==> config.mk <==
export PLATFORM = sky130hd
export DESIGN_NAME = asram_ctrl
export DESIGN_NICKNAME = d
export VERILOG_FILES = /design/src/rtl/asram_pkg.sv /design/src/rtl/asram_phase_cnt.sv /design/src/rtl/asram_float_guard.sv /design/src/rtl/asram_rd_capture.sv /design/src/rtl/asram_ctrl.sv
export SDC_FILE = /design/constraint.sdc
export NUM_CORES = 1
export LEC_CHECK = 0
export BUFFER_PORTS_ARGS = -buffer_cell sky130_fd_sc_hd__buf_2
export CAP_MARGIN = 20
export CORE_ASPECT_RATIO = 0.75
export CORE_MARGIN = 1
export CORE_UTILIZATION = 45
export CTS_CLUSTER_SIZE = 40
export DETAILED_ROUTE_END_ITERATION = 12
export PLACE_DENSITY = 0.68
export SYNTH_ARGS = -nofsm -noshare
export SYNTH_HDL_FRONTEND = slang
export SYNTH_SLANG_ARGS = --single-unit
==> constraint.sdc <==
create_clock -name clk -period 5.7 [get_ports clk]
set_clock_uncertainty 0.15 [all_clocks]
set_input_delay 0.285 -clock clk [delete_from_list [all_inputs] [get_ports clk]]
set_output_delay 0.285 -clock clk [all_outputs]
set_load 0.05 [all_outputs]
==> src/rtl/asram_pkg.sv <==
package asram_pkg;

    typedef enum logic [2:0] {
        ST_IDLE,
        ST_RD_STROBE,
        ST_WR_TURN,
        ST_WR_STROBE,
        ST_WR_HOLD
    } ctl_state_t;

    // Whole cycles covering t_ns; zero stays zero.
    function automatic int unsigned ns_to_cyc(input int unsigned t_ns,
                                              input int unsigned period_ns);
        if (t_ns == 0) return 0;
        return (t_ns + period_ns - 1) / period_ns;
    endfunction

    // Largest of three counts, never below one cycle.
    function automatic int unsigned max3_min1(input int unsigned a,
                                              input int unsigned b,
                                              input int unsigned c);
        int unsigned m;
        m = (a > b) ? a : b;
        m = (m > c) ? m : c;
        return (m == 0) ? 1 : m;
    endfunction

endpackage

==> src/rtl/asram_phase_cnt.sv <==
module asram_phase_cnt #(
    parameter int unsigned CNT_W = 8
) (
    input  logic             clk,
    input  logic             rst_n,
    input  logic             load,
    input  logic [CNT_W-1:0] load_val,
    output logic             done
);
    logic [CNT_W-1:0] cnt_q;

    always_ff @(posedge clk or negedge rst_n) begin
        if (!rst_n) begin
            cnt_q <= '0;
        end else if (load) begin
            cnt_q <= load_val;
        end else if (cnt_q != '0) begin
            cnt_q <= cnt_q - 1'b1;
        end
    end

    assign done = (cnt_q == '0);

    AST_LOAD_TAKES : assert property (@(posedge clk) disable iff (!rst_n)
        load |=> (cnt_q == $past(load_val))) else $error("phase load lost");
endmodule

==> src/rtl/asram_float_guard.sv <==
module asram_float_guard #(
    parameter int unsigned CNT_W = 8,
    parameter int unsigned N_HZ  = 3
) (
    input  logic clk,
    input  logic rst_n,
    input  logic release_i,
    output logic busy
);
    localparam logic [CNT_W-1:0] HZ_LOAD = CNT_W'(N_HZ);

    logic [CNT_W-1:0] left_q;

    always_ff @(posedge clk or negedge rst_n) begin
        if (!rst_n) begin
            left_q <= '0;
        end else if (release_i) begin
            left_q <= HZ_LOAD;
        end else if (left_q != '0) begin
            left_q <= left_q - 1'b1;
        end
    end

    assign busy = (left_q != '0);

    AST_GUARD_ARMS : assert property (@(posedge clk) disable iff (!rst_n)
        release_i |=> (busy || (N_HZ == 0))) else $error("float guard not armed");
endmodule

==> src/rtl/asram_rd_capture.sv <==
module asram_rd_capture #(
    parameter int unsigned DATA_W = 8
) (
    input  logic              clk,
    input  logic              rst_n,
    input  logic              take,
    input  logic [DATA_W-1:0] din,
    output logic [DATA_W-1:0] rdata,
    output logic              rvalid
);
    always_ff @(posedge clk or negedge rst_n) begin
        if (!rst_n) begin
            rdata  <= '0;
            rvalid <= 1'b0;
        end else begin
            rvalid <= take;
            if (take) rdata <= din;
        end
    end

    AST_RVALID_SINGLE : assert property (@(posedge clk) disable iff (!rst_n)
        rvalid |=> !rvalid) else $error("rvalid longer than one cycle");
endmodule

==> src/rtl/asram_ctrl.sv <==
module asram_ctrl
    import asram_pkg::*;
#(
    parameter int unsigned ADDR_W        = 15,
    parameter int unsigned DATA_W        = 8,
    parameter int unsigned CNT_W         = 8,
    parameter int unsigned CLK_PERIOD_NS = 10,
    parameter int unsigned T_RC_NS       = 70,
    parameter int unsigned T_AA_NS       = 70,
    parameter int unsigned T_OE_NS       = 35,
    parameter int unsigned T_HZ_NS       = 30,
    parameter int unsigned T_WC_NS       = 70,
    parameter int unsigned T_WP_NS       = 55,
    parameter int unsigned T_AW_NS       = 60,
    parameter int unsigned T_DW_NS       = 30,
    parameter int unsigned T_DH_NS       = 5
) (
    input  logic              clk,
    input  logic              rst_n,
    input  logic              req,
    input  logic              we,
    input  logic [ADDR_W-1:0] addr,
    input  logic [DATA_W-1:0] wdata,
    output logic              ready,
    output logic [DATA_W-1:0] rdata,
    output logic              rvalid,
    output logic [ADDR_W-1:0] mem_addr,
    output logic              mem_cs_n,
    output logic              mem_oe_n,
    output logic              mem_we_n,
    output logic [DATA_W-1:0] mem_dq_o,
    output logic              mem_dq_oe,
    input  logic [DATA_W-1:0] mem_dq_i
);
    // Phase lengths in cycles.
    localparam int unsigned N_RD = max3_min1(ns_to_cyc(T_AA_NS, CLK_PERIOD_NS),
                                             ns_to_cyc(T_OE_NS, CLK_PERIOD_NS),
                                             ns_to_cyc(T_RC_NS, CLK_PERIOD_NS));
    localparam int unsigned N_WP = max3_min1(ns_to_cyc(T_WP_NS, CLK_PERIOD_NS),
                                             ns_to_cyc(T_DW_NS, CLK_PERIOD_NS),
                                             ns_to_cyc(T_AW_NS, CLK_PERIOD_NS));
    localparam int unsigned N_DH = max3_min1(ns_to_cyc(T_DH_NS, CLK_PERIOD_NS), 0, 0);
    localparam int unsigned N_WC_RAW = ns_to_cyc(T_WC_NS, CLK_PERIOD_NS);
    localparam int unsigned N_WC = (N_WC_RAW > N_WP + N_DH) ? N_WC_RAW : N_WP + N_DH;
    localparam int unsigned N_WH = N_WC - N_WP;
    localparam int unsigned N_HZ = ns_to_cyc(T_HZ_NS, CLK_PERIOD_NS);

    localparam logic [CNT_W-1:0] RD_LOAD = CNT_W'(N_RD - 1);
    localparam logic [CNT_W-1:0] WP_LOAD = CNT_W'(N_WP - 1);
    localparam logic [CNT_W-1:0] WH_LOAD = CNT_W'(N_WH - 1);

    ctl_state_t        state_q, state_nx;
    logic              phase_load, phase_done, hz_busy, rd_take;
    logic [CNT_W-1:0]  phase_val;
    logic [ADDR_W-1:0] addr_q;
    logic [DATA_W-1:0] data_q;

    asram_phase_cnt #(.CNT_W(CNT_W)) u_phase (
        .clk(clk), .rst_n(rst_n), .load(phase_load),
        .load_val(phase_val), .done(phase_done)
    );

    asram_float_guard #(.CNT_W(CNT_W), .N_HZ(N_HZ)) u_guard (
        .clk(clk), .rst_n(rst_n), .release_i(rd_take), .busy(hz_busy)
    );

    asram_rd_capture #(.DATA_W(DATA_W)) u_cap (
        .clk(clk), .rst_n(rst_n), .take(rd_take),
        .din(mem_dq_i), .rdata(rdata), .rvalid(rvalid)
    );

    assign ready    = (state_q == ST_IDLE);
    assign rd_take  = (state_q == ST_RD_STROBE) && phase_done;
    assign mem_addr = addr_q;
    assign mem_dq_o = data_q;

    // State register
    always_ff @(posedge clk or negedge rst_n) begin
        if (!rst_n) state_q <= ST_IDLE;
        else        state_q <= state_nx;
    end

    // Next state and phase loading
    always_comb begin
        state_nx   = state_q;
        phase_load = 1'b0;
        phase_val  = '0;
        unique case (state_q)
            ST_IDLE: begin
                if (req) begin
                    if (!we) begin
                        state_nx   = ST_RD_STROBE;
                        phase_load = 1'b1;
                        phase_val  = RD_LOAD;
                    end else if (hz_busy) begin
                        state_nx   = ST_WR_TURN;
                    end else begin
                        state_nx   = ST_WR_STROBE;
                        phase_load = 1'b1;
                        phase_val  = WP_LOAD;
                    end
                end
            end
            ST_WR_TURN: begin
                if (!hz_busy) begin
                    state_nx   = ST_WR_STROBE;
                    phase_load = 1'b1;
                    phase_val  = WP_LOAD;
                end
            end
            ST_WR_STROBE: begin
                if (phase_done) begin
                    state_nx   = ST_WR_HOLD;
                    phase_load = 1'b1;
                    phase_val  = WH_LOAD;
                end
            end
            ST_WR_HOLD: begin
                if (phase_done) state_nx = ST_IDLE;
            end
            ST_RD_STROBE: begin
                if (phase_done) state_nx = ST_IDLE;
            end
            default: state_nx = ST_IDLE;
        endcase
    end

    // Request capture: only in the idle state, when all strobes are high.
    always_ff @(posedge clk or negedge rst_n) begin
        if (!rst_n) begin
            addr_q <= '0;
            data_q <= '0;
        end else if (ready && req) begin
            addr_q <= addr;
            if (we) data_q <= wdata;
        end
    end

    // Registered strobe outputs, decoded from the next state.
    always_ff @(posedge clk or negedge rst_n) begin
        if (!rst_n) begin
            mem_cs_n  <= 1'b1;
            mem_oe_n  <= 1'b1;
            mem_we_n  <= 1'b1;
            mem_dq_oe <= 1'b0;
        end else begin
            mem_cs_n  <= !(state_nx inside {ST_RD_STROBE, ST_WR_STROBE});
            mem_oe_n  <= (state_nx != ST_RD_STROBE);
            mem_we_n  <= (state_nx != ST_WR_STROBE);
            mem_dq_oe <= (state_nx inside {ST_WR_STROBE, ST_WR_HOLD});
        end
    end

    // Run-length counters watched by the assertions below.
    logic [CNT_W-1:0] we_lo_run, oe_lo_run, oe_hi_run;

    always_ff @(posedge clk or negedge rst_n) begin
        if (!rst_n) begin
            we_lo_run <= '0;
            oe_lo_run <= '0;
            oe_hi_run <= '1;
        end else begin
            we_lo_run <= mem_we_n ? '0 : ((we_lo_run == '1) ? we_lo_run : we_lo_run + 1'b1);
            oe_lo_run <= mem_oe_n ? '0 : ((oe_lo_run == '1) ? oe_lo_run : oe_lo_run + 1'b1);
            oe_hi_run <= !mem_oe_n ? '0 : ((oe_hi_run == '1) ? oe_hi_run : oe_hi_run + 1'b1);
        end
    end

    AST_IDLE_ALL_HIGH : assert property (@(posedge clk) disable iff (!rst_n)
        mem_cs_n |-> (mem_oe_n && mem_we_n)) else $error("strobe low while deselected");
    AST_WRITE_OE_HIGH : assert property (@(posedge clk) disable iff (!rst_n)
        !mem_we_n |-> (!mem_cs_n && mem_oe_n && mem_dq_oe)) else $error("bad write encoding");
    AST_READ_WE_HIGH : assert property (@(posedge clk) disable iff (!rst_n)
        !mem_oe_n |-> (mem_we_n && !mem_dq_oe)) else $error("bad read encoding");
    AST_READY_IDLE : assert property (@(posedge clk) disable iff (!rst_n)
        ready |-> (mem_cs_n && !mem_dq_oe)) else $error("ready during access");
    AST_ACCEPT_BUSY : assert property (@(posedge clk) disable iff (!rst_n)
        (ready && req) |=> !ready) else $error("ready after accept");
    AST_ADDR_HELD : assert property (@(posedge clk) disable iff (!rst_n)
        (!mem_cs_n || !mem_we_n) |=> $stable(mem_addr)) else $error("address moved");
    AST_DATA_HELD : assert property (@(posedge clk) disable iff (!rst_n)
        mem_dq_oe |=> (!mem_dq_oe || $stable(mem_dq_o))) else $error("write data moved");
    AST_WP_MIN : assert property (@(posedge clk) disable iff (!rst_n)
        $rose(mem_we_n) |-> (we_lo_run >= CNT_W'(N_WP))) else $error("write pulse short");
    AST_DH_AFTER_WE : assert property (@(posedge clk) disable iff (!rst_n)
        $rose(mem_we_n) |-> mem_dq_oe) else $error("no data hold");
    AST_FLOAT_GAP : assert property (@(posedge clk) disable iff (!rst_n)
        $rose(mem_dq_oe) |-> (oe_hi_run >= CNT_W'(N_HZ))) else $error("driver too early");
    AST_RD_ACCESS : assert property (@(posedge clk) disable iff (!rst_n)
        rvalid |-> (oe_lo_run >= CNT_W'(N_RD))) else $error("read strobe short");
endmodule

Word level (Yosys, flattened, before mapping)
Cells that the tools add are included.
Widths: inputs -> output; s select.
- add/sub/neg operators: 2
- eq/ne operators: 9
- muxes and demuxes: 20
- reductions and logical operators: 13
- operator list (cell ; number):
    $mux 8 ; 4
    $mux 3 ; 7
    $reduce_bool 8->1 ; 2
    $sub 8x1->8 const B ; 2
    $pmux 3 s4 ; 1
    $eq 3x2->1 const B ; 3
    $logic_not 8->1 ; 1
    $reduce_bool 2->1 ; 4
    $eq 3x1->1 const B ; 2
    $eq 3x3->1 const B ; 2
    $pmux 3 s2 ; 1
    $mux 1 ; 5
    $logic_not 3->1 ; 1
    $ne 3x1->1 const B ; 1
    $ne 3x2->1 const B ; 1
    $pmux 1 s3 ; 1
    $logic_and 1x1->1 ; 2
    $mux 2 ; 1
    $reduce_and 2->1 ; 1
    $reduce_or 2->1 ; 1
    $logic_not 1->1 ; 1
- flip-flop bits (word level): 55
- input bits: 35
- word-level logic and storage cells: 55

Depth between registers and ports, before layout
- depth in word-level cells: 8
- mapped depth: 8
- gate-level depth less buffers: 7

Hierarchy
From an unflattened synthesis, not the netlist that was laid out.
- cell total of the unflattened synthesis: 207
- area total of the unflattened synthesis: 2531.2 µm²
- by module, submodules not included (module ; times used ; cells an instance ; area each (µm²)):
    asram_ctrl ; 1 ; 83 ; 1236.2
    asram_phase_cnt ; 1 ; 54 ; 476.7
    asram_float_guard ; 1 ; 52 ; 461.7
    asram_rd_capture ; 1 ; 18 ; 356.6

Worst setup path before layout
Ideal clock, no wire load.
- path kind: register -> register
- start point: reg u_phase.cnt_q[0]
- end point: reg u_cap.rdata[0]
- library setup time: 0.125 ns
- data arrival time: 1.817 ns
- required time: 5.425 ns
- slack: 3.608 ns
- cell stages (with the launch flop): 9
- path buffers: 1
- cells stage by stage: dfrtp_1 -> inv_1 -> ha_1 -> nor4b_4 -> and2_4 -> nand3_2 -> inv_2 -> buf_6 -> mux2_2
- word-level cells in the longest chain between the ends: 2
- ends and longest elaborated chain (item ; line ; source):
    start: declaration ; asram_phase_cnt.sv:10 ; logic [CNT_W-1:0] cnt_q;
    start signal: assignment ; asram_phase_cnt.sv:16 ; cnt_q <= load_val;
    start signal: assignment ; asram_phase_cnt.sv:18 ; cnt_q <= cnt_q - 1'b1;
    $logic_not 8->1 ; asram_phase_cnt.sv:22 ; assign done = (cnt_q == '0);
    $logic_and 1x1->1 ; asram_ctrl.sv:73 ; assign rd_take = (state_q == ST_RD_STROBE) && phase_done;
    net rd_take ; asram_ctrl.sv:53 ; logic phase_load, phase_done, hz_busy, rd_take;
    end signal: assignment ; asram_rd_capture.sv:17 ; if (take) rdata <= din;
    end: declaration ; asram_rd_capture.sv:8 ; output logic [DATA_W-1:0] rdata,
The timed path passes the listed nets, and every way through them passes these cells.
A chain may end at the register's enable or synchronous reset.

Worst setup path in the final report
- start point: reg u_phase.cnt_q[0]
- end point: reg u_cap.rdata[7]
- word-level cells in the longest chain between the ends: 2
- ends and longest elaborated chain (item ; line):
    $logic_not 8->1 ; asram_phase_cnt.sv:22
    $logic_and 1x1->1 ; asram_ctrl.sv:73
No other way between the ends.

==> results.sh <==
export IMPL_first_pass_iters=4
export IMPL_floorplan_initialDensity_pct=48.1
export IMPL_tritoncts="yes"
export IMPL_grt_max_degree=56
export IMPL_yosysSeqAreaShare_pct=57.0
export IMPL_synth_area_leaders="dfrtp_1 (54%), mux2_2 (14%), dfstp_2 (3.3%)"
export IMPL_wire_per_inst_um=13.3
export IMPL_port_buffers=71
export IMPL_syn_num_nets=231
export IMPL_cts_made_buffers=5
export IMPL_drtIter0Drc=100
export IMPL_post_place_cells=333
export IMPL_placed_area_um2=2850
export IMPL_crit_arrival_ns=2.37
export IMPL_layout_common_cells="buf_2 (71), dfrtp_1 (52), mux2_2 (31)"
export IMPL_num_vias=1741
export IMPL_yosys_area_share_simple_pct=15.2
export IMPL_synth_top_family_by_area="multiplexers"
export IMPL_synth_fa_ha_area_share_pct=1.03
export IMPL_utilization_pct=59.3
export IMPL_fp_dieH_um=65.5
export IMPL_async_flop_share_pct=100
export IMPL_hold_depth=2
export IMPL_status="finished, final reports clean"
export IMPL_rsz0062_at_grt="false"
export IMPL_drcViolationCount=0
export IMPL_drv_cap=0
export IMPL_synth_compound_area_share_pct=7.49
export IMPL_slew_viol_final=0
export IMPL_synth_area_leader_cell="dfrtp_1"
export IMPL_clockBufferDepth=2
export IMPL_die_x_um=86.7
export IMPL_synth_xor_area_share_pct=1.45
export IMPL_worstHoldStart="wdata[2]"
export IMPL_yosysTopAreaCellShare_pct=53.7
export IMPL_hold_ws_ns=0.0519
export IMPL_clkTransAtPathRegs_ns=0.10
export IMPL_clkPwrFrac_pct=36.8
export IMPL_peakVddDrop_mv=0.120
export IMPL_reg2reg_to="u_cap.rdata[7]"
export IMPL_regToRegSetupSlack_ns=3.38
export IMPL_start_kind="flip-flop"
export IMPL_yosysWarnings=0
export IMPL_period_minus_slack_ns=2.32
export IMPL_fp_row_count=22
export IMPL_ctsResizeCount=0
export IMPL_grt_pass1_vias=1659
export IMPL_r2r_cells=7
export IMPL_fin_cells=343
export IMPL_grt_pass1_wl_um=7710
export IMPL_slew_limit_headroom_pct=54.5
export IMPL_hold_class="in2reg"
export IMPL_switching_power_mw=0.172
export IMPL_fill_cells=452
export IMPL_leakage_nw=1.53
export IMPL_die_area_um2=5680
export IMPL_crit_type="reg2reg"
export IMPL_synth_mux_area_share_pct=15.2
export IMPL_num_nets_final=307
export IMPL_synth_edff_count=0
export IMPL_antennaDiodeCount=0
export IMPL_dp_final_hpwl_um=3270
export IMPL_synth_area_um2=2420
export IMPL_swShare_pct=23.5
export IMPL_gr_total_overflow=0
export IMPL_p_comb_share_pct=8.5
export IMPL_routabilityCongestion=0.752
export IMPL_critPathMaxFanout=15
export IMPL_cts_root_buf="clkbuf_8"
export IMPL_synth_ff_type="dfrtp_1"
export IMPL_power_density_nw_per_um2=246
export IMPL_fmax_ghz=0.430
export IMPL_cts_max_level=2
export IMPL_via_per_inst=5.08
export IMPL_synthDistinctLibCells=44
export IMPL_core_area_um2=5040
export IMPL_fin_area_um2=2990
export IMPL_grt_use_total_pct=17.8
export IMPL_cts_setup_buffers=0
export IMPL_synthToLayoutAreaGrowth_pct=23.3
export IMPL_ant_nets=0
export IMPL_ys_ff_latch=55
export IMPL_synth_avg_cell_area_um2=12.5
export IMPL_io_pins=72
export IMPL_cts_sinks=55
export IMPL_min_to="mem_dq_o[2]"
export IMPL_crit_required_ns=5.75
export IMPL_tns_ns=0
export IMPL_multiInputGateArea_um2=978
export IMPL_regArea_um2=1380
export IMPL_drive_above_1_share_pct=46.1
export IMPL_tightest_slew_ns=0.683
export IMPL_crit_path_end_kind="flip-flop"
export IMPL_clk_latency_ns=0.30
export IMPL_min_period_over_period_pct=40.8
export IMPL_internal_power_mw=0.562
export IMPL_layout_commonest_cell="buf_2"
export IMPL_seqPwrFrac_pct=54.6
export IMPL_setup_viol=0
export IMPL_routed_wl_um=4560
export IMPL_r2r_start="u_phase.cnt_q[0]"
export IMPL_hold_viol_final=0
export IMPL_syn_inst=194
export IMPL_antenna_found_initial=0
==> flip-flops by register name (all words and copies together), names as in the netlist <==
name            count
mem_addr           15
mem_dq_o            8
u_cap.rdata         8
u_guard.left_q      8
u_phase.cnt_q       8
state_q             3
mem_cs_n            1
mem_dq_oe           1
mem_oe_n            1
mem_we_n            1
u_cap.rvalid        1
==> metrics by stage <==
step                setup slack, ns  power [mW]
floorplan                      3.61       0.443
global route                   3.21       0.765
CTS                            3.01       0.744
global placement               3.08       0.471
finish                         3.38       0.734
detailed placement             3.01       0.472
==> metal layers <==
metal / share of wire, % / GRT usage (%) / up-vias
li1: - / - / 843
met1: 49 / 24.5 / 842
met2: 44 / 25.8 / 51
met3: 6.0 / 5.78 / 5
met4: 0.88 / 7.29 / 0
met5: 0 / 0 / -
==> synthesized netlist by cell type (3+ instances only) <==
cell	number
o21ai_0	7
mux2_2	31
nor4b_4	3
buf_2	3
nand2_1	10
nor2_1	15
a21oi_1	13
dfrtp_1	52
inv_1	8
or4_1	3
xnor2_1	3
dfstp_2	3
or3_1	4
==> layout make-up <==
cell class	count	share of cell area (%)
Clock buffer	6	2.76
Inverter	9	1.13
Timing Repair Buffer	74	12.9
Sequential cell	55	46.2
Tap cell	72	3.02
Multi-Input combinational cell	125	32.7
Clock inverter	2	1.30
==> power groups by stage <==
stage          registers [mW]  clock network, mW  logic (mW)
3_3_place_gp            0.409                  0      0.0625
2_1_floorplan           0.436                  0     0.00686
5_1_grt                 0.402              0.295      0.0675
4_1_cts                 0.401              0.279      0.0638
3_5_place_dp            0.408                  0      0.0633
6_report                0.401              0.270      0.0626
==> timing repair <==
item	4_1_cts	5_1_grt
setup endpoints to repair	0	0
hold buffers	1	0
endpoints found under the hold margin	52	0
==> critical path: stages (launching register included) <==
cell and delay (ns):
dfrtp_1 0.40, inv_1 0.08, ha_1 0.22, nor4b_4 0.35, and2_4 0.27, nand3_2 0.11
inv_2 0.27, mux2_2 0.37
==> worst max path at each step <==
stage	slack (ns)	from	endpoint	depth (start not counted)
2_1_floorplan	3.61	u_phase.cnt_q[0]	u_cap.rdata[0]	8
3_3_place_gp	3.08	state_q[1]	mem_dq_o[0]	3
3_5_place_dp	3.01	state_q[1]	mem_dq_o[7]	3
4_1_cts	3.01	state_q[1]	mem_dq_o[1]	3
5_1_grt	3.21	u_guard.left_q[0]	u_phase.cnt_q[0]	6
6_report	3.38	u_phase.cnt_q[0]	u_cap.rdata[7]	7
==> cells by family (layout without fill, tap and decap cells) <==
group,Yosys count,in the layout
adders and majority gates,2,2
and+or+nand+nor,55,55
xor gates and xnor gates,4,4
AOI/OAI and AO/OA,31,31
muxes,33,33
DFF,55,55
buffers and inverters,14,91
(Power assumes the default switching activity.)
